<file path="src/rtl/fetch_replay_pkg.sv">
package fetch_replay_pkg;

  typedef enum logic [1:0] {
    UPD_IDLE,
    UPD_REPLAY,
    UPD_STEP,
    UPD_LOAD
  } pc_upd_e;

  // redirect > own-slot stall > own-slot step
  function automatic pc_upd_e pick_upd(input logic redir_hit,
                                       input logic slot_hit,
                                       input logic stall);
    if (redir_hit)      return UPD_LOAD;
    else if (!slot_hit) return UPD_IDLE;
    else if (stall)     return UPD_REPLAY;
    else                return UPD_STEP;
  endfunction

endpackage

</file>
<file path="src/rtl/fetch_slot_ctr.sv">
module fetch_slot_ctr #(
  parameter int unsigned NUM_SLOTS = 6,
  parameter int unsigned TID_W     = 3
) (
  input  logic             clk_i,
  input  logic             rst_ni,
  output logic [TID_W-1:0] slot_o,
  output logic             last_o
);
  localparam logic [TID_W-1:0] LAST_SLOT = TID_W'(NUM_SLOTS - 1);

  logic [TID_W-1:0] slot_q, slot_d;

  assign last_o = (slot_q == LAST_SLOT);
  assign slot_o = slot_q;

  always_comb begin
    if (last_o) slot_d = '0;
    else        slot_d = slot_q + TID_W'(1);
  end

  always_ff @(posedge clk_i or negedge rst_ni) begin
    if (!rst_ni) slot_q <= '0;
    else         slot_q <= slot_d;
  end
endmodule

</file>
<file path="src/rtl/fetch_pc_lane.sv">
module fetch_pc_lane
  import fetch_replay_pkg::*;
#(
  parameter int unsigned     PC_W        = 32,
  parameter int unsigned     INSTR_BYTES = 4,
  parameter logic [PC_W-1:0] RESET_PC    = '0
) (
  input  logic            clk_i,
  input  logic            rst_ni,
  input  logic            slot_hit_i,
  input  logic            stall_i,
  input  logic            redir_hit_i,
  input  logic [PC_W-1:0] redir_pc_i,
  output logic [PC_W-1:0] pc_o,
  output logic            replay_o
);
  localparam logic [PC_W-1:0] STEP = PC_W'(INSTR_BYTES);

  pc_upd_e         upd;
  logic [PC_W-1:0] pc_q, pc_d;
  logic            replay_q, replay_d;

  always_comb begin
    upd      = pick_upd(redir_hit_i, slot_hit_i, stall_i);
    pc_d     = pc_q;
    replay_d = replay_q;
    unique case (upd)
      UPD_LOAD: begin
        pc_d     = redir_pc_i;
        replay_d = 1'b0;
      end
      UPD_STEP: begin
        pc_d     = pc_q + STEP;
        replay_d = 1'b0;
      end
      UPD_REPLAY: replay_d = 1'b1;
      default: ;
    endcase
  end

  always_ff @(posedge clk_i or negedge rst_ni) begin
    if (!rst_ni) begin
      pc_q     <= RESET_PC;
      replay_q <= 1'b0;
    end else begin
      pc_q     <= pc_d;
      replay_q <= replay_d;
    end
  end

  assign pc_o     = pc_q;
  assign replay_o = replay_q;
endmodule

</file>
<file path="src/rtl/fetch_issue_mux.sv">
module fetch_issue_mux #(
  parameter int unsigned NUM_THREADS = 6,
  parameter int unsigned PC_W        = 32,
  parameter int unsigned TID_W       = 3
) (
  input  logic [TID_W-1:0]       sel_i,
  input  logic [PC_W-1:0]        pc_i [NUM_THREADS],
  input  logic [NUM_THREADS-1:0] replay_i,
  output logic [PC_W-1:0]        pc_o,
  output logic                   replay_o
);
  always_comb begin
    pc_o     = '0;
    replay_o = 1'b0;
    for (int t = 0; t < NUM_THREADS; t++) begin
      if (sel_i == TID_W'(t)) begin
        pc_o     = pc_i[t];
        replay_o = replay_i[t];
      end
    end
  end
endmodule

</file>
<file path="src/rtl/fetch_replay_ctl.sv">
module fetch_replay_ctl #(
  parameter int unsigned     NUM_THREADS   = 6,
  parameter int unsigned     PC_W          = 32,
  parameter int unsigned     INSTR_BYTES   = 4,
  parameter logic [PC_W-1:0] BASE_ADDR     = 32'h0000_1000,
  parameter logic [PC_W-1:0] THREAD_STRIDE = 32'h0000_1000,
  localparam int unsigned    TID_W         = (NUM_THREADS > 1) ? $clog2(NUM_THREADS) : 1
) (
  input  logic                   clk_i,
  input  logic                   rst_ni,
  input  logic [NUM_THREADS-1:0] mem_wait_i,
  input  logic [NUM_THREADS-1:0] dl_wait_i,
  input  logic                   redir_valid_i,
  input  logic [TID_W-1:0]       redir_tid_i,
  input  logic [PC_W-1:0]        redir_pc_i,
  output logic [TID_W-1:0]       slot_tid_o,
  output logic [PC_W-1:0]        slot_pc_o,
  output logic                   slot_replay_o,
  output logic                   round_end_o
);
  logic [TID_W-1:0]       slot;
  logic [PC_W-1:0]        lane_pc [NUM_THREADS];
  logic [NUM_THREADS-1:0] lane_replay;

  fetch_slot_ctr #(
    .NUM_SLOTS(NUM_THREADS),
    .TID_W    (TID_W)
  ) u_slot (
    .clk_i (clk_i),
    .rst_ni(rst_ni),
    .slot_o(slot),
    .last_o(round_end_o)
  );

  for (genvar t = 0; t < NUM_THREADS; t++) begin : g_lane
    localparam logic [PC_W-1:0] LANE_BASE = BASE_ADDR + PC_W'(t) * THREAD_STRIDE;

    logic slot_hit, redir_hit, stall;

    assign slot_hit  = (slot == TID_W'(t));
    assign redir_hit = redir_valid_i && (redir_tid_i == TID_W'(t));
    assign stall     = mem_wait_i[t] | dl_wait_i[t];

    fetch_pc_lane #(
      .PC_W       (PC_W),
      .INSTR_BYTES(INSTR_BYTES),
      .RESET_PC   (LANE_BASE)
    ) u_lane (
      .clk_i      (clk_i),
      .rst_ni     (rst_ni),
      .slot_hit_i (slot_hit),
      .stall_i    (stall),
      .redir_hit_i(redir_hit),
      .redir_pc_i (redir_pc_i),
      .pc_o       (lane_pc[t]),
      .replay_o   (lane_replay[t])
    );
  end

  fetch_issue_mux #(
    .NUM_THREADS(NUM_THREADS),
    .PC_W       (PC_W),
    .TID_W      (TID_W)
  ) u_mux (
    .sel_i   (slot),
    .pc_i    (lane_pc),
    .replay_i(lane_replay),
    .pc_o    (slot_pc_o),
    .replay_o(slot_replay_o)
  );

  assign slot_tid_o = slot;
endmodule

</file>
<file path="config.mk">
export PLATFORM = sky130hd
export DESIGN_NAME = fetch_replay_ctl
export DESIGN_NICKNAME = d
export VERILOG_FILES = /design/src/rtl/fetch_replay_pkg.sv /design/src/rtl/fetch_slot_ctr.sv /design/src/rtl/fetch_pc_lane.sv /design/src/rtl/fetch_issue_mux.sv /design/src/rtl/fetch_replay_ctl.sv
export SDC_FILE = /design/constraint.sdc
export NUM_CORES = 1
export LEC_CHECK = 0
export BUFFER_PORTS_ARGS = -buffer_cell sky130_fd_sc_hd__buf_2
export CORE_MARGIN = 5
export CORE_UTILIZATION = 62
export CTS_CLUSTER_SIZE = 12
export DETAILED_ROUTE_END_ITERATION = 7
export PLACE_DENSITY = 0.82
export SLEW_MARGIN = 10
export SYNTH_ARGS = -nofsm -noshare
export SYNTH_HDL_FRONTEND = slang
export SYNTH_SLANG_ARGS = --single-unit
</file>
<file path="constraint.sdc">
create_clock -name clk_i -period 3.9 [get_ports clk_i]
set_input_delay 0.195 -clock clk_i [delete_from_list [all_inputs] [get_ports clk_i]]
set_output_delay 0.195 -clock clk_i [all_outputs]
set_load 0.1 [all_outputs]
</file>
==> impl_metrics.py <==
metrics = {
    "outcome": {
        "status": "completed",
    },
    "placement": {
        "hpwl_um": 27280,
        "placed_area_um2": 13310,
        "dpl.cell_count": 1782,
        "gp_congestion": 0.9635,
        "portBuffers": 86,
        "pre_cts_ws_ns": 1.134,
    },
    "synthesis": {
        "syn_inst": 1499,
        "ys.flop_type": "dfrtp_1",
        "netlist_area_um2": 12580,
        "ys_seq_area_frac": 0.4007,
        "yosys_warnings": 0,
        "synth_compound_area_frac": 0.1724,
        "netlist_top_cells_count": "dfrtp_1, nand2_1, nor2_1",
        "async_flop_share": 1.000,
        "synthSimpleGateAreaFrac": 0.2542,
        "synth_top_family_by_area": "simple AND/OR/NAND/NOR gates",
        "synthDistinctLibCells": 59,
        "syn_nets": 1556,
        "synth_area_leaders": "dfrtp_1, xor2_1, nand2_1, o21ai_0, a21oi_1",
        "synth_xor_area_frac": 0.1142,
        "synth_fa_ha_area_frac": 0.006961,
        "yosys-mux-area-fraction": 0.01541,
        "synth_seq_cells": 201,
        "synth_edf_count": 0,
        "synth_most_common_cell": "dfrtp_1",
        "syn_avg_cell_area_um2": 8.394,
        "yosysTopAreaCell": "dfrtp_1",
        "synth_top_area_frac": 0.3819,
    },
    "worst_setup_path": {
        "critPathArrivalTime_ns": 3.15,
        "end_kind": "output port",
        "crit_required_ns": 3.70,
        "worstSetupStartpointType": "flop",
        "r2r_start": "u_slot.slot_o[0]",
        "startpoint": "u_slot.slot_o[0]",
        "reg2reg_to": "g_lane[0].u_lane.pc_o[25]",
        "worstSetupPathType": "flop to output port",
        "reg2reg_slack_ns": 1.08,
        "crit_fanout": 44,
        "rr_worst_depth": 6,
    },
    "layout": {
        "drive_gt1_frac": 0.1400,
        "fillers": 1599,
        "antenna_cells": 0,
        "seq_area_um2": 5041,
        "fin_nets": 1600,
        "areaGrowthSynthToFinish_pct": 11.90,
        "utilization": 0.7003,
        "final_design_area_no_fill_um2": 14080,
        "fin_cells": 1827,
        "multi_input_area_um2": 7242,
    },
    "sta": {
        "finalHoldViolations": 0,
        "slew_violations": 0,
        "fin_ws_ns": 0.5550,
        "skew_ns": 0.01458,
        "slew_headroom": 0.2305,
        "fmax_mhz": 299.0,
        "finalCriticalPeriod_ns": 3.345,
        "rsz0062_at_grt": "no",
        "setup_viol": 0,
        "worstMarginPinSlew_ns": 1.151,
        "min_period_over_period": 0.8577,
    },
    "clocking": {
        "cts-buffers-inserted": 23,
        "clk_latency_ns": 0.52,
        "cts_hold_buf": 6,
        "cts_root_buf": "clkbuf_16",
        "cts_setup_buffers": 0,
        "cts.sinks": 201,
        "path_clk_slew_ns": 0.06,
        "clockBufferDepth": 3,
        "h-tree-depth": 1,
        "post_cts_resized": 0,
        "cts_tree": "built",
    },
    "power": {
        "powerDensity_nw_per_um2": 509.3,
        "p_seq_frac": 0.437,
        "p_comb_frac": 0.269,
        "clkPwrFrac": 0.294,
        "netSwitchingFraction": 0.3805,
        "p_sw_w": 0.002728,
        "total_leakage_power_nw": 5.319,
        "vdd.ir_drop.worst_mv": 0.3559,
        "p_int_w": 0.004442,
    },
    "global_route": {
        "grt_usage": 0.3217,
        "grt_pass1_vias": 11090,
        "overflow": 0,
        "antenna_found_initial": 0,
        "grt_max_degree": 119,
        "grt_pass1_wl_um": 60950,
    },
    "floorplan": {
        "die_y_um": 152.5,
        "start_util": 0.6258,
        "ios": 87,
        "coreArea_um2": 20100,
        "dieArea_um2": 23240,
        "row_count": 52,
        "die_w_um": 152.5,
    },
    "drt": {
        "ant_nets": 0,
        "drc": 0,
        "vias": 11800,
        "firstDrtPassIters": 7,
        "wirelength_um": 38340,
        "first_iter_violations": 1400,
        "viasPerCell": 6.460,
        "wl_per_cell_um": 20.98,
    },
    "run": {
        "maxCapViolCount": 0,
    },
    "hold_path": {
        "hold_depth": 3,
        "hold_end": "g_lane[2].u_lane.pc_o[25]",
        "hold_class": "input pin to flop",
        "holdCritStartpoint": "redir_pc_i[25]",
    },
}
worst max-delay path: stages, from the launching register on:
cell and delay (ns):
dfrtp_1 0.34, buf_4 0.47, nor2b_2 0.26, buf_4 0.28, o2bb2ai_1 0.23, o211ai_1 0.21, o2bb2ai_1 0.21, a21oi_2 0.19
buf_2 0.44
worst max path at each step:
| stage | endpoint | depth (start not counted) |
|---|---|---|
| global placement | g_lane[0].u_lane.pc_o[25] | 6 |
| detailed placement | g_lane[0].u_lane.pc_o[25] | 6 |
| CTS | slot_pc_o[13] | 8 |
| global route | slot_pc_o[22] | 10 |
| floorplan | slot_pc_o[28] | 9 |
| finish | slot_pc_o[15] | 8 |
power by group through the flow:
stage               Clock (W)  Combinational, W  Sequential, W
floorplan                   0           0.00149        0.00297
global placement            0           0.00185        0.00312
detailed placement          0           0.00190        0.00314
CTS                   0.00212           0.00192        0.00311
global route          0.00221           0.00207        0.00320
finish                0.00211           0.00193        0.00313
stage by stage:
stage	setup TNS (ns)	hold WS [ns]	total power [W]
global placement	0	0.3985	0.004965
CTS	0	0.001470	0.007144
finish	0	0.01905	0.007171
global route	0	0.01099	0.007483
floorplan	-0.1366	-0.1006	0.004456
detailed placement	0	0.4043	0.005035
layout by cell type (no fill, tap or decap), types with 4 or more instances in the layout:
cell           count
clkinv_2           4
and3_1            35
a21o_1             5
nor3b_1            4
nand2b_1           6
mux2_2            11
clkbuf_16         23
and4_1            18
and2_1             7
a31oi_1            6
xor2_1           100
dfstp_2            9
buf_2             85
clkbuf_1           6
dfrtp_1          192
o211ai_1          33
nor2b_1            4
o21ai_0          123
o2bb2ai_1         57
nand3_1           64
or3_1              8
nor4_1            26
mux2i_1            7
a21oi_2           29
buf_4             21
xnor2_1           64
nor3_2             4
a21oi_1           93
dlygate4sd3_1      6
inv_1             18
nand2_1          183
ha_1               7
nand4_1           64
clkbuf_8           5
nor3_1            30
nor2_1           147
o21a_1             4
routing by layer:
metal	up-vias	global-route usage	share of wire
li1	5441	-	-
met1	5579	0.4696	0.40
met2	687	0.4977	0.45
met3	95	0.04686	0.12
met4	0	0.1065	0.034
met5	-	0	0
kinds of logic (layout without fill, tap and decap cells):
| group | after synthesis | after routing |
|---|---|---|
| and+or+nand+nor | 634 | 634 |
| xor gates and xnor gates | 164 | 164 |
| adders and majority gates | 7 | 7 |
| DFF | 201 | 201 |
| AOI/OAI and AO/OA | 362 | 362 |
| buffers and inverters | 113 | 171 |
| muxes | 18 | 18 |
sequential cells by signal (all words and copies together) (netlist names):
register                cells
u_slot.slot_o               3
g_lane.u_lane.pc_o        192
g_lane.u_lane.replay_o      6
cell type report:
class                           count  area share
Clock inverter                      6    0.004354
Inverter                           18    0.004799
Multi-Input combinational cell   1185      0.5144
Timing Repair Buffer              114     0.04808
Tap cell                          270     0.02399
Clock buffer                       33     0.04639
Sequential cell                   201      0.3580
No activity file was read; power rests on OpenSTA's default activity.
